$ cat config.mk
export PLATFORM = sky130hd
export DESIGN_NAME = pipe_fwd_ctrl
export DESIGN_NICKNAME = d
export VERILOG_FILES = /design/src/rtl/pfc_pkg.sv /design/src/rtl/pfc_hit.sv /design/src/rtl/pfc_operand_sel.sv /design/src/rtl/pfc_hazard.sv /design/src/rtl/pipe_fwd_ctrl.sv
export SDC_FILE = /design/constraint.sdc
export NUM_CORES = 1
export LEC_CHECK = 0
export BUFFER_PORTS_ARGS = -buffer_cell sky130_fd_sc_hd__buf_2
export CORE_MARGIN = 8
export CORE_UTILIZATION = 45
export DETAILED_ROUTE_END_ITERATION = 16
export PLACE_DENSITY = 0.95
export SLEW_MARGIN = 20
export SYNTH_ARGS = -nofsm -noshare
export SYNTH_HDL_FRONTEND = slang
export SYNTH_HIERARCHICAL = 1
export SYNTH_SLANG_ARGS = --single-unit
$ cat constraint.sdc
create_clock -name vclk -period 2.85
set_clock_uncertainty 0.05 [all_clocks]
set_input_delay 0.57 -clock vclk [all_inputs]
set_output_delay 0.57 -clock vclk [all_outputs]
set_load 0.005 [all_outputs]
$ cat src/rtl/pfc_pkg.sv
package pfc_pkg;

  typedef enum logic [1:0] {
    SEL_RF  = 2'b00,
    SEL_EXM = 2'b01,
    SEL_MW  = 2'b10,
    SEL_MDR = 2'b11
  } fwd_sel_e;

  // Youngest matching producer wins; an older match picks ALU result or load data.
  function automatic fwd_sel_e pick_sel(input logic young_hit,
                                        input logic old_hit,
                                        input logic old_is_load);
    if (young_hit)    return SEL_EXM;
    else if (old_hit) return old_is_load ? SEL_MDR : SEL_MW;
    else              return SEL_RF;
  endfunction

endpackage

$ cat src/rtl/pfc_hit.sv
module pfc_hit #(
  parameter int RW = 5
) (
  input  logic [RW-1:0] src,
  input  logic [RW-1:0] rd,
  input  logic          we,
  output logic          hit
);
  localparam logic [RW-1:0] ZERO_REG = '0;

  assign hit = we && (rd != ZERO_REG) && (rd == src);
endmodule

$ cat src/rtl/pfc_operand_sel.sv
module pfc_operand_sel
  import pfc_pkg::*;
#(
  parameter int RW = 5
) (
  input  logic [RW-1:0] src,
  input  logic [RW-1:0] mem_rd,
  input  logic          mem_we,
  input  logic [RW-1:0] wb_rd,
  input  logic          wb_we,
  input  logic          wb_load,
  output logic [1:0]    sel
);
  logic mem_hit;
  logic wb_hit;

  pfc_hit #(.RW(RW)) u_mem_hit (.src(src), .rd(mem_rd), .we(mem_we), .hit(mem_hit));
  pfc_hit #(.RW(RW)) u_wb_hit  (.src(src), .rd(wb_rd),  .we(wb_we),  .hit(wb_hit));

  always_comb begin
    sel = pick_sel(mem_hit, wb_hit, wb_load);
  end
endmodule

$ cat src/rtl/pfc_hazard.sv
module pfc_hazard #(
  parameter int RW   = 5,
  parameter int NSRC = 2
) (
  input  logic [RW-1:0] id_src [NSRC],
  input  logic [RW-1:0] ex1_rd,
  input  logic          ex1_we,
  input  logic [RW-1:0] ex2_rd,
  input  logic          ex2_we,
  input  logic          ex2_load,
  output logic          stall_req
);
  logic [NSRC-1:0] near_hit;
  logic [NSRC-1:0] load_hit;
  logic            ex2_load_we;

  assign ex2_load_we = ex2_we & ex2_load;

  for (genvar i = 0; i < NSRC; i++) begin : g_src
    // Any writer in EX1 is one cycle too close for an EX1 bypass.
    pfc_hit #(.RW(RW)) u_near (.src(id_src[i]), .rd(ex1_rd), .we(ex1_we),      .hit(near_hit[i]));
    // Load data is not ready until the load sits in write-back.
    pfc_hit #(.RW(RW)) u_load (.src(id_src[i]), .rd(ex2_rd), .we(ex2_load_we), .hit(load_hit[i]));
  end

  assign stall_req = |(near_hit | load_hit);
endmodule

$ cat src/rtl/pipe_fwd_ctrl.sv
module pipe_fwd_ctrl
  import pfc_pkg::*;
#(
  parameter int RW = 5
) (
  input  logic [RW-1:0] ex1_rs,
  input  logic [RW-1:0] ex1_rt,
  input  logic [RW-1:0] id_rs,
  input  logic [RW-1:0] id_rt,
  input  logic [RW-1:0] ex1_rd,
  input  logic          ex1_we,
  input  logic [RW-1:0] ex2_rd,
  input  logic          ex2_we,
  input  logic          ex2_load,
  input  logic [RW-1:0] mem_rd,
  input  logic          mem_we,
  input  logic [RW-1:0] wb_rd,
  input  logic          wb_we,
  input  logic          wb_load,
  output logic [1:0]    fwd_sel_a,
  output logic [1:0]    fwd_sel_b,
  output logic          stall,
  output logic          bubble
);
  localparam int NOPS = 2;

  logic [RW-1:0] ex1_src [NOPS];
  logic [RW-1:0] id_src  [NOPS];
  logic [1:0]    op_sel  [NOPS];
  logic          stall_req;

  assign ex1_src[0] = ex1_rs;
  assign ex1_src[1] = ex1_rt;
  assign id_src[0]  = id_rs;
  assign id_src[1]  = id_rt;

  for (genvar i = 0; i < NOPS; i++) begin : g_op
    pfc_operand_sel #(.RW(RW)) u_sel (
      .src     (ex1_src[i]),
      .mem_rd  (mem_rd),
      .mem_we  (mem_we),
      .wb_rd   (wb_rd),
      .wb_we   (wb_we),
      .wb_load (wb_load),
      .sel     (op_sel[i])
    );
  end

  pfc_hazard #(.RW(RW), .NSRC(NOPS)) u_haz (
    .id_src    (id_src),
    .ex1_rd    (ex1_rd),
    .ex1_we    (ex1_we),
    .ex2_rd    (ex2_rd),
    .ex2_we    (ex2_we),
    .ex2_load  (ex2_load),
    .stall_req (stall_req)
  );

  assign fwd_sel_a = op_sel[0];
  assign fwd_sel_b = op_sel[1];
  assign stall     = stall_req;
  assign bubble    = stall_req;
endmodule

==> metrics.md, run 1 <==
| Metric | Value |
|---|---|
| Status | `finished clean` |
| Startpoint Class | `input port` |
| Chip Width | `54.3 um` |
| Total wire length | `2200 um` |
| Input/output buffers | `52` |
| Reg area | `0 um2` |
| Syn Inst Count | `87` |
| Reg power frac | `0%` |
| Crit path max-delay cell type | `or4_1` |
| Die ar. | `2950 um2` |
| Synth Cell Area | `659 um2` |
| Final hold vios | `0` |
| Period Utilization, post-route | `91.6%` |
| Critical path endpoint | `bubble` |
| Crit path launch | `ex2_rd[0]` |
| Worst path max stage delay | `540 ps` |
| Vias in the first global route | `880` |
| WP buf/inv | `2` |
| Type of the most critical hold path | `in2out` |
| Fin nets | `186` |
| Crit. path cell count | `6` |
| Largest net degree at the start of global routing | `5` |
| Met3 Wirelength | `271 um` |
| Initial antenna violation count | `0` |
| Overall routing resource usage | `13.5%` |
| Tot Pwr | `0.000120 W` |
| Post-Layout Inst Area | `932 um2` |
| Kind of cell adding the most delay to the critical path | `simple AND/OR/NAND/NOR gates` |
| Most common cell after layout, fill and taps aside | `buf_2` |
| Post-CTS Hold Buffers | `0` |
| Fillers | `118` |
| Routed wl met2 | `1020 um` |
| Final min period | `2610 ps` |
| Setup crit end kind | `output pin` |
| Post-route ant nets | `0` |
| Initial Utilization | `45.9%` |
| Core area | `1440 um2` |
| Routed vias/inst | `5.40` |
| Synth Net Count | `133` |
| Max-slew violations | `0` |
| Setup TNS | `0 ps` |
| Finished Layout Cells | `154` |
| Row cnt | `14` |
| HPWL Detailed | `2020 um` |
| Avg Inst Size Synth | `7.58 um2` |
| Most frequent cells in the layout | `buf_2, xor2_1` |
| Area of the multi-input gates | `652 um2` |
| Overflow after GRT | `0` |
| DR pass1 iterations | `4` |
| Clk_buf instances | `0` |
| Sequential cell count | `0` |
| Peak supply drop | `0.0702 mV` |
| Post-CTS Setup Bufs | `0` |
| Share of layout cells above drive strength 1 | `43.5%` |
| Leak | `0.456 nW` |
| Vias | `832` |
| Ant diodes | `0` |
| RSZ-0062 raised after global routing | `no` |
| Synth cell types | `13` |
| I/O pins | `52` |
| # setup viols final | `0` |
| Critical path type | `in2out` |
| Number of max-cap violations | `0` |
| CP Cell Sequence | `buf_2 -> nor4_2 -> o21ai_1 -> and4_1 -> or4_1 -> buf_2` |
| WP data required | `2230 ps` |
| Clock power frac | `0%` |
| Pwr Density | `128 nW/um2` |
| Comb pwr share | `100.0%` |
| Metal-1 WL | `892 um` |
| Drt drc | `0` |
| Slew @ Worst Pin | `251 ps` |
| Worst endpoint data arrival time | `1990 ps` |
| Top sig layer | `met4` |
| Detailed-route wire length per cell | `14.3 um` |
| Fmax | `383 MHz` |
| Post-Place Cells | `154` |
| Dpl cell area | `932 um2` |
| Post_cts resized | `0` |
| Die height | `54.3 um` |
| First-pass GRT wire length | `3260 um` |
| Sequential area share after synthesis | `0%` |
| GP Congestion | `0.927` |
| Net Switching | `0.0000612 W` |
| Sw frac | `51.2%` |
| Area grow syn2layout | `41.4%` |
| YS warnings | `6` |
| Initial DRC Count | `6` |
| Slew margin rel. | `83.1%` |
| CP Max Fanout | `4` |
| Internal cell power | `0.0000584 W` |
| Top cell by count, worst path | `buf_2` |
-- area by class of cell --
type / count / share of cell area, %
multi-input combinational: 86 / 69.9
timing repair buffer: 52 / 27.9
tap: 16 / 2.15
-- worst min path at each step --
stage	start	to	slack, ps	cells past startpoint
finish	wb_load	fwd_sel_a[0]	1370	3
global route	wb_load	fwd_sel_a[0]	1410	3
CTS	wb_load	fwd_sel_a[0]	1380	3
detailed placement	wb_load	fwd_sel_a[0]	1380	3
global placement	wb_load	fwd_sel_a[0]	1370	3
floorplan	wb_load	fwd_sel_a[0]	1190	1
-- stage by stage --
step           utilization, %  setup slack [ps]  hold slack, ps
2_1_floorplan               -               474            1190
3_5_place_dp             64.9               255            1380
4_1_cts                  64.9               254            1380
3_3_place_gp             64.9               348            1370
6_report                 64.9               239            1370
5_1_grt                  64.9               204            1410
-- power by group through the flow --
| stage | Sequential, W | Combinational [W] | Clock, W |
|---|---|---|---|
| after floorplan | 0 | 0.0000514 | 0 |
| after global placement | 0 | 0.000113 | 0 |
| after detailed placement | 0 | 0.000119 | 0 |
| after CTS | 0 | 0.000119 | 0 |
| after global routing | 0 | 0.000131 | 0 |
| final | 0 | 0.000120 | 0 |
-- tightest hold or removal path, delay by kind of cell --
kind | cells | cell delay (ps)
buf+inv | 2 | 190
compound gates | 1 | 100
-- layer usage --
layer / track usage (%) / vias to the layer above
li1: - / 415
met1: 16.0 / 369
met2: 26.0 / 46
met3: 1.63 / 2
met4: 1.23 / 0
met5: 0 / -
-- synthesized netlist by cell type --
master   number  area (um2)
xnor2_1       8        70.1
or2_0         8        50.1
o21ai_1       8        40.0
nand2_1       8        30.0
and4_1        8        70.1
a21o_1        2        15.0
nor2b_1       2        12.5
nor4_2        8         100
buf_4         1        7.51
nor3_1        8        40.0
or4_1         1        7.51
xor2_1       24         210
and2_1        1        6.26
-- kinds of logic (layout without fill, tap and decap cells) --
kind of cell / Yosys count / count (layout) / share of synthesized area (%)
xor gates and xnor gates: 32 / 32 / 42.5
buffers and inverters: 1 / 52 / 1.14
and+or+nand+nor: 44 / 44 / 48.0
AOI/OAI and AO/OA: 10 / 10 / 8.35
(Power assumes the default switching activity.)
==> run 2: changes to the inputs <==
--- a/config.mk
+++ b/config.mk
@@ -10,6 +10,7 @@
 export CORE_UTILIZATION = 45
 export DETAILED_ROUTE_END_ITERATION = 16
 export PLACE_DENSITY = 0.95
+export RECOVER_POWER = 25
 export SLEW_MARGIN = 20
 export SYNTH_ARGS = -nofsm -noshare
 export SYNTH_HDL_FRONTEND = slang
==> run 2 against run 1 <==
Worst hold slack did not move. Fmax unchanged. Cell count is the same. Global-route usage unchanged. Worst setup slack stayed put. Combinational power is essentially flat.
==> metrics.md, run 2 (synthesis gave the netlist of run 1 again) <==
| Metric | Value |
|---|---|
| Status | `finished clean` |
| Top cell by count, worst path | `buf_2` |
| Largest net degree at the start of global routing | `5` |
| Drt drc | `0` |
| Fmax | `383 MHz` |
| Hold Crit Depth | `3` |
| Most common cell after layout, fill and taps aside | `buf_2` |
| Overall routing resource usage | `13.5%` |
| Worst path max stage delay | `540 ps` |
| Kind of cell adding the most delay to the critical path | `simple AND/OR/NAND/NOR gates` |
| Setup crit end kind | `output pin` |
| Input/output buffers | `52` |
| Peak supply drop | `0.0702 mV` |
| Detailed-route wire length per cell | `14.3 um` |
| Area grow syn2layout | `41.2%` |
| Worst endpoint data arrival time | `1990 ps` |
| Period Utilization, post-route | `91.6%` |
| Die ar. | `2950 um2` |
| RSZ-0062 raised after global routing | `no` |
| Finished Layout Cells | `154` |
| # setup viols final | `0` |
| I/O pins | `52` |
| Vias in the first global route | `880` |
| GP Congestion | `0.927` |
| Fillers | `119` |
| Post-CTS Hold Buffers | `0` |
| Post-route ant nets | `0` |
| Crit path max-delay cell type | `or4_1` |
| Row cnt | `14` |
| Initial DRC Count | `6` |
| Initial antenna violation count | `0` |
| Die height | `54.3 um` |
| Most frequent cells in the layout | `buf_2, xor2_1` |
| Max-slew violations | `0` |
| Slew @ Worst Pin | `251 ps` |
| Final hold vios | `0` |
| Final Util | `64.8%` |
| CP Cell Sequence | `buf_2 -> nor4_2 -> o21ai_1 -> and4_1 -> or4_1 -> buf_2` |
| Chip Width | `54.3 um` |
| Overflow after GRT | `0` |
| Final min period | `2610 ps` |
| Final worst slack | `239 ps` |
| Leak | `0.452 nW` |
| Core area | `1440 um2` |
| Ant diodes | `0` |
| Pwr Density | `128 nW/um2` |
| Critical path type | `in2out` |
| Hold wc startpoint | `wb_load` |
| Reg area | `0 um2` |
| Post_cts resized | `0` |
| WP data required | `2230 ps` |
| Dpl ws | `255 ps` |
| Hold EP | `fwd_sel_a[0]` |
| Initial Utilization | `45.9%` |
| First-pass GRT wire length | `3260 um` |
| WP buf/inv | `2` |
| Post-Place Cells | `154` |
| Setup TNS | `0 ps` |
| DR pass1 iterations | `4` |
| Sequential cell count | `0` |
| Total wire length | `2200 um` |
| Type of the most critical hold path | `in2out` |
| Fin nets | `186` |
| Startpoint Class | `input port` |
| HPWL Detailed | `2020 um` |
| Number of max-cap violations | `0` |
| CP Max Fanout | `4` |
| Vias | `832` |
| Share of layout cells above drive strength 1 | `42.8%` |
| Slew margin rel. | `83.1%` |
| Clk_buf instances | `0` |
| Post-CTS Setup Bufs | `0` |
| Routed vias/inst | `5.40` |
[run 2: how the worst max path moves through the flow]
| stage | endpoint | start | slack [ps] | cells past startpoint |
|---|---|---|---|---|
| after detailed placement | bubble | ex2_rd[0] | 260 | 6 |
| after global routing | bubble | ex2_rd[0] | 200 | 6 |
| after global placement | bubble | ex2_rd[0] | 350 | 6 |
| after floorplan | stall | ex2_rd[0] | 470 | 5 |
| final | bubble | ex2_rd[0] | 240 | 6 |
| after CTS | bubble | ex2_rd[0] | 250 | 6 |
[run 2: through the flow]
step                hold slack (ps)  power [W]  instance area (um2)
global route                   1410   0.000131                  931
detailed placement             1380   0.000119                  932
CTS                            1380   0.000119                  932
finish                         1370   0.000119                  931
floorplan                      1190  0.0000514                  659
global placement               1370   0.000113                  932
[run 2: layout make-up]
cell class                      count  area [um2]  share of cell area, %
Multi-Input combinational cell     86         652                   70.0
Timing Repair Buffer               52         259                   27.8
Tap cell                           16        20.0                   2.15
[run 2: where the power goes]
part	internal, W	leakage (nW)	total [W]	switching [W]
clock	0	0	0	0
combinational	0.0000583	0.452	0.000119	0.0000612
sequential	0	0	0	0
[run 2: worst min-delay path, delay by kind of cell]
family / cells / cell delay, ps
AOI/OAI and AO/OA: 1 / 100
buffers and inverters: 2 / 190
[run 2: per-layer routing]
metal	wire length [um]	global-route usage, %	vias up
li1	-	-	415
met2	1020	26.0	46
met3	271	1.63	2
met5	0	0	-
met4	20	1.23	0
met1	892	16.0	369
